$ cat src/rtl/rgn_pkg.sv
package rgn_pkg;

  localparam int ATTR_W = 4;

  typedef enum logic [1:0] {
    KIND_READ   = 2'd0,
    KIND_WRITE  = 2'd1,
    KIND_FETCH  = 2'd2,
    KIND_READ_B = 2'd3
  } kind_e;

  typedef enum logic [1:0] {
    CAUSE_NONE  = 2'd0,
    CAUSE_LOAD  = 2'd1,
    CAUSE_STORE = 2'd2,
    CAUSE_FETCH = 2'd3
  } cause_e;

  typedef enum logic [1:0] {
    CACHE_BYPASS  = 2'd0,
    CACHE_WT      = 2'd1,
    CACHE_WB      = 2'd2,
    CACHE_ISOLATE = 2'd3
  } cache_e;

  typedef struct packed {
    logic x;
    logic w;
    logic r;
  } rights_t;

  typedef struct packed {
    rights_t rights;
    cache_e  cache;
  } perm_t;

  // Sparse code decode; the pass flag removes the extra write-back code.
  function automatic perm_t decode_attr(input logic [ATTR_W-1:0] code,
                                        input logic pass);
    perm_t p;
    p.rights = 3'b000;
    p.cache  = CACHE_BYPASS;
    case (code)
      4'd0:  begin p.rights = 3'b011; p.cache = CACHE_WT;      end
      4'd1:  begin p.rights = 3'b111; p.cache = CACHE_WT;      end
      4'd2:  begin p.rights = 3'b111; p.cache = CACHE_BYPASS;  end
      4'd3:  begin p.rights = 3'b100; p.cache = CACHE_WB;      end
      4'd4:  begin p.rights = 3'b111; p.cache = CACHE_WB;      end
      4'd5:  begin
        if (!pass) begin
          p.rights = 3'b111;
          p.cache  = CACHE_WB;
        end
      end
      4'd14: begin p.rights = 3'b011; p.cache = CACHE_ISOLATE; end
      default: ;
    endcase
    return p;
  endfunction

endpackage

$ cat src/rtl/rgn_table.sv
module rgn_table #(
  parameter int IDX_W    = 3,
  parameter int ATTR_W   = 4,
  parameter int RST_ATTR = 2
) (
  input  logic              clk,
  input  logic              rst_n,
  input  logic              wr_en,
  input  logic [IDX_W-1:0]  wr_idx,
  input  logic [IDX_W-1:0]  wr_base,
  input  logic [ATTR_W-1:0] wr_attr,
  input  logic [IDX_W-1:0]  rd_idx,
  output logic [IDX_W-1:0]  rd_base,
  output logic [ATTR_W-1:0] rd_attr
);

  localparam int N_RGN = 1 << IDX_W;

  logic [IDX_W-1:0]  base_all [N_RGN];
  logic [ATTR_W-1:0] attr_all [N_RGN];

  for (genvar g = 0; g < N_RGN; g++) begin : g_ent
    logic [IDX_W-1:0]  base_q;
    logic [ATTR_W-1:0] attr_q;

    always_ff @(posedge clk or negedge rst_n) begin
      if (!rst_n) begin
        base_q <= IDX_W'(g);
        attr_q <= ATTR_W'(RST_ATTR);
      end else if (wr_en && (wr_idx == IDX_W'(g))) begin
        base_q <= wr_base;
        attr_q <= wr_attr;
      end
    end

    assign base_all[g] = base_q;
    assign attr_all[g] = attr_q;
  end

  assign rd_base = base_all[rd_idx];
  assign rd_attr = attr_all[rd_idx];

endmodule

$ cat src/rtl/rgn_rights.sv
module rgn_rights
  import rgn_pkg::*;
(
  input  logic [ATTR_W-1:0] code,
  input  logic              pass,
  input  kind_e             kind,
  output rights_t           rights,
  output cache_e            cache,
  output cause_e            cause
);

  perm_t perm;
  logic  granted;

  assign perm   = decode_attr(code, pass);
  assign rights = perm.rights;
  assign cache  = perm.cache;

  always_comb begin
    granted = 1'b0;
    cause   = CAUSE_NONE;
    case (kind)
      KIND_WRITE: begin
        granted = perm.rights.w;
        if (!granted) cause = CAUSE_STORE;
      end
      KIND_FETCH: begin
        granted = perm.rights.x;
        if (!granted) cause = CAUSE_FETCH;
      end
      default: begin
        granted = perm.rights.r;
        if (!granted) cause = CAUSE_LOAD;
      end
    endcase
  end

endmodule

$ cat src/rtl/rgn_xlate.sv
module rgn_xlate
  import rgn_pkg::*;
#(
  parameter int ADDR_W       = 32,
  parameter int IDX_W        = 3,
  parameter int PT_PAGE_LOG2 = 12
) (
  input  logic                          clk,
  input  logic                          rst_n,
  input  logic                          bypass_mode,
  input  logic [(ATTR_W<<IDX_W)-1:0]    cache_attr,
  input  logic                          wr_en,
  input  logic [IDX_W-1:0]              wr_idx,
  input  logic [IDX_W-1:0]              wr_base,
  input  logic [ATTR_W-1:0]             wr_attr,
  input  logic                          req_valid,
  output logic                          req_ready,
  input  logic [ADDR_W-1:0]             req_addr,
  input  logic [1:0]                    req_kind,
  output logic                          rsp_valid,
  input  logic                          rsp_ready,
  output logic [ADDR_W-1:0]             rsp_paddr,
  output logic [$clog2(ADDR_W)-1:0]     rsp_page_log2,
  output logic [2:0]                    rsp_rights,
  output logic [1:0]                    rsp_cache,
  output logic [1:0]                    rsp_cause
);

  localparam int OFS_W  = ADDR_W - IDX_W;
  localparam int N_RGN  = 1 << IDX_W;
  localparam int PAGE_W = $clog2(ADDR_W);

  logic [IDX_W-1:0]  idx;
  logic [IDX_W-1:0]  tbl_base;
  logic [ATTR_W-1:0] tbl_attr;
  logic [ATTR_W-1:0] ca_nib [N_RGN];
  logic [ATTR_W-1:0] code;
  logic [ADDR_W-1:0] paddr_c;
  logic [PAGE_W-1:0] page_c;
  rights_t           rights_c;
  cache_e            cache_c;
  cause_e            cause_c;
  logic              accept;

  assign idx = req_addr[ADDR_W-1 -: IDX_W];

  rgn_table #(
    .IDX_W   (IDX_W),
    .ATTR_W  (ATTR_W),
    .RST_ATTR(2)
  ) u_table (
    .clk    (clk),
    .rst_n  (rst_n),
    .wr_en  (wr_en),
    .wr_idx (wr_idx),
    .wr_base(wr_base),
    .wr_attr(wr_attr),
    .rd_idx (idx),
    .rd_base(tbl_base),
    .rd_attr(tbl_attr)
  );

  // Split the packed pass-through word into one code per region.
  for (genvar g = 0; g < N_RGN; g++) begin : g_nib
    assign ca_nib[g] = cache_attr[g*ATTR_W +: ATTR_W];
  end

  assign code = bypass_mode ? ca_nib[idx] : tbl_attr;

  rgn_rights u_rights (
    .code  (code),
    .pass  (bypass_mode),
    .kind  (kind_e'(req_kind)),
    .rights(rights_c),
    .cache (cache_c),
    .cause (cause_c)
  );

  always_comb begin
    if (cause_c != CAUSE_NONE) begin
      paddr_c = '0;
    end else if (bypass_mode) begin
      paddr_c = req_addr;
    end else begin
      paddr_c = {tbl_base, req_addr[OFS_W-1:0]};
    end
    page_c = bypass_mode ? PAGE_W'(PT_PAGE_LOG2) : PAGE_W'(OFS_W);
  end

  // Single output slot: the next request is taken when the slot is free or drains now.
  assign req_ready = !rsp_valid || rsp_ready;
  assign accept    = req_valid && req_ready;

  always_ff @(posedge clk or negedge rst_n) begin
    if (!rst_n) begin
      rsp_valid     <= 1'b0;
      rsp_paddr     <= '0;
      rsp_page_log2 <= '0;
      rsp_rights    <= '0;
      rsp_cache     <= '0;
      rsp_cause     <= '0;
    end else if (accept) begin
      rsp_valid     <= 1'b1;
      rsp_paddr     <= paddr_c;
      rsp_page_log2 <= page_c;
      rsp_rights    <= rights_c;
      rsp_cache     <= cache_c;
      rsp_cause     <= cause_c;
    end else if (rsp_ready) begin
      rsp_valid     <= 1'b0;
    end
  end

endmodule

$ cat config.mk
export PLATFORM = sky130hd
export DESIGN_NAME = rgn_xlate
export DESIGN_NICKNAME = d
export VERILOG_FILES = /design/src/rtl/rgn_pkg.sv /design/src/rtl/rgn_table.sv /design/src/rtl/rgn_rights.sv /design/src/rtl/rgn_xlate.sv
export SDC_FILE = /design/constraint.sdc
export NUM_CORES = 1
export LEC_CHECK = 0
export BUFFER_PORTS_ARGS = -buffer_cell sky130_fd_sc_hd__buf_2
export CORE_MARGIN = 3
export CORE_UTILIZATION = 55
export CTS_CLUSTER_DIAMETER = 200
export CTS_CLUSTER_SIZE = 8
export DETAILED_ROUTE_END_ITERATION = 8
export GPL_TIMING_DRIVEN = 0
export PLACE_DENSITY = 0.82
export SLEW_MARGIN = 20
export SYNTH_ARGS = -nofsm -noshare
export SYNTH_HDL_FRONTEND = slang
export SYNTH_SLANG_ARGS = --single-unit
export TNS_END_PERCENT = 100
$ cat constraint.sdc
create_clock -name clk -period 5.1 [get_ports clk]
set_clock_uncertainty 0.2 [all_clocks]
set_input_delay 0.51 -clock clk [delete_from_list [all_inputs] [get_ports clk]]
set_output_delay 0.51 -clock clk [all_outputs]
set_load 0.02 [all_outputs]
==> results.md <==
* Top_reg_cell synth: dfrtp_1
* Worst setup startpoint: req_addr[31]
* Setup TNS at 0 ns
* HP Class: input port to flop
* Crit path top cell by count: buf_2
* DR DRC count at 0
* DR vias at 3,663
* H-tree depth at 3
* Iter 0 DRT Violations at around 160
* Warnings from Yosys at 0
* Setup Fix Bufs, Post-CTS at 0
* Synth Area in Simple Gates at 9.44%
* Synth Area in Compound Gates at 11.6%
* Core area at 0.00881 mm2
* Root Buffer: clkbuf_8
* Netlist Area Pre-Place at 0.00504 mm2
* CP endpoint: rsp_paddr[25]
* Antenna violations before repair at 0
* RR Endpoint: rsp_paddr[29]
* Post-DRT Antenna Nets at 0
* Post-synth EDFFs at 0
* Status: finished, final reports clean
* Site Rows at 34
* Yosys cell types at 50
* Cell taking the most area after synthesis: dfrtp_1
* Io pins at 128
* CP peak stage delay at roughly 0.38 ns
* Fill cell count at 659
* Syn_area_per_cell at 12.9 um2
* Mux contribution to synthesized area at 23.7%
* Reg2reg start: u_table.g_ent[3].attr_q[1]
* Leakage power at 0.00282 uW
* Min Tclk post-route at ~2.8 ns
* Most common cell in the netlist: dfrtp_1
* Measured slew at the worst slew-check pin at a little over 0.8 ns
* TritonCTS Buffers at 9
* Crit path max fanout at 10
* Synth area leaders: dfrtp_1, mux2_2, dfstp_2
* Setup violators final at 0
* Max_cap viols at 0
* Critical path required time at approximately 5.2 ns
* Register area share after synthesis at 48.7%
* Critical Path Slowest Stage Cell: buf_2
* DR WL/cell at 17.6 um
* Final Cycle Share at 55.1%
* Layout net count at 609
* Drt first pass iters at 4
* CP Launch Type: input port
* P per Cell Area at roughly 360 mW/mm2
* Post-DP HPWL at 8460 um
* DRT Wirelength at between 10,000 and 15,000 um
* Largest net degree at the start of global routing at 65
* Fin Hold WS at between 0.15 and 0.2 ns
* Die width at between 100 and 150 um
* Share of the synthesized area in the top cell type at 38.3%
* Clock slew at reported path FFs at 0.10 ns
* Multi-input gate area at 0.00230 mm2
* Fmax at around 0.36 GHz
* Synth async-reset ratio at 100%
* Critical path depth in cells at 10
* Die height at 102 um
* Initial core utilization at between 50 and 60%
* CP delay by family, top: buffers and inverters
* Worst EP arrival at ~2.9 ns
* CP Cell Sequence: buf_2, buf_6, buf_2, mux4_2, nand3b_1, nand4_2, o21a_1, o21ai_1, buf_2, o31ai_2
* Setup crit end kind: flop
* Reg area at 0.00245 mm2
* Final std cells w/o fill at about 640
* Vias in the first global route at 3,551
* Min-Delay Path Depth at 2
* CTS tree: built
* Rel. slew slack at between 40% and 50%
* Clock Sink Count at 97
* Max Slew Vio Count at 0
* Placed Cells at 621
* RePlAce Congestion at ~0.84
* Final Hold Fails at 0
* Setup CP Type: input port to flop
* Global route overflow at 0
* Port bufs at 121
* FF-to-FF path depth at 7
* GRT Util Overall at 22.2%
* Area grow syn2layout at 19.8%
* Post-Syn Instances at 390
* Clk_lat worst skew at 0.36 ns
* Diodes inserted at 0
* First-pass GRT wire length at 17,700 um
* Vias per inst at 5.74
* Synth Area in XOR/XNOR at 0%
* Largest family of logic cells by synthesized area: multiplexers
* Reg2Reg Setup Slack at 2.29 ns
* Top post-synthesis cells by count: dfrtp_1, mux2_2, nand2_1
* RSZ-0062 raised after global routing: false
* Syn nets at around 470
* Maximum vdd drop at roughly 0.22 mV
* Post-synthesis adder-cell area fraction at 0.497%
* CTS Buffer Depth at 2
* Share of layout cells above drive strength 1 at 54.2%
* Synthesized flop and latch total at 97
* Die area at 0.0103 mm2
* Buf/Inv on CP at 4
==> metal layers <==
metal	vias to the layer above	track usage [%]	routed length, um
met5	-	0	0
met4	0	5.42	167
met3	17	3.37	602
met2	138	38.7	5570
met1	1819	29.4	4910
li1	1689	-	-
==> metrics by stage <==
stage,setup slack (ns),util [%],power [uW],instance area (um2)
after floorplan,2.38,-,1490,5040
after global placement,1.98,65.6,1660,5780
after detailed placement,1.92,66.3,1690,5840
after CTS,2.28,68.5,2170,6030
after global routing,2.11,68.5,2260,6030
final,2.29,68.5,2150,6030
==> worst reg2reg max path: cells and delay by family, from the launching register on <==
family / cells / cell delay, ns
AOI/OAI and AO/OA: 1 / 0.23
DFF: 1 / 0.38
muxes: 3 / 1.00
buffers and inverters: 1 / 0.19
and+or+nand+nor: 2 / 0.72
==> repair_timing <==
item,in CTS,in global routing
endpoints found under the setup margin,0,0
gates resized for setup,0,0
hold buffers,1,0
hold endpoints to repair,25,0
==> cells in the final DEF, fill, tap and decap left out, types with 5 or more instances in the layout <==
cell type  netlist  layout
buf_2            5     125
dfrtp_1         77      77
mux2_2          58      58
nand2_1         47      47
inv_1           32      32
o31ai_2         29      29
dfstp_2         20      20
mux4_2          15      15
clkbuf_1         9       9
clkbuf_8         0       9
buf_6            6       7
nand2b_1         6       6
buf_4            5       6
mux2i_1          5       5
mux4_1           5       5
o21a_1           5       5
==> logic make-up after synthesis <==
kind of cell             count (synthesis)
adder cells (fa/ha/maj)                  2
multiplexers                            84
flip-flops                              97
AO/OA/AOI/OAI                           59
other                                    1
buffers and inverters                   58
AND/OR/NAND/NOR                         89
==> layout make-up <==
cell class | instances | share of cell area, %
repair buffers | 124 | 10.9
plain buffers | 26 | 2.97
clock buffers | 9 | 2.05
well taps | 108 | 2.24
inverters | 32 | 1.99
clock inverters | 7 | 0.996
multi-input cells | 235 | 38.2
flip-flops and latches | 97 | 40.7
==> flip-flops by register name (all words and copies together) (netlist names) <==
name                  flops
rsp_cause                 2
rsp_rights                2
u_table.g_ent.base_q     24
rsp_page_log2             2
rsp_valid                 1
rsp_paddr                32
u_table.g_ent.attr_q     32
rsp_cache                 2
==> worst min-delay path by stage <==
stage	start	endpoint
global route	req_valid	rsp_valid
global placement	rsp_paddr[30]	rsp_paddr[30]
detailed placement	rst_n	rsp_valid
finish	req_valid	rsp_valid
floorplan	rst_n	rsp_cache[0]
CTS	req_valid	rsp_valid
==> power by group <==
group | internal (uW) | total (uW) | switching, uW
Clock | 186 | 476 | 290
Sequential | 952 | 1030 | 77.3
Combinational | 301 | 646 | 346
Note: power is estimated with default switching activity, not from simulation.
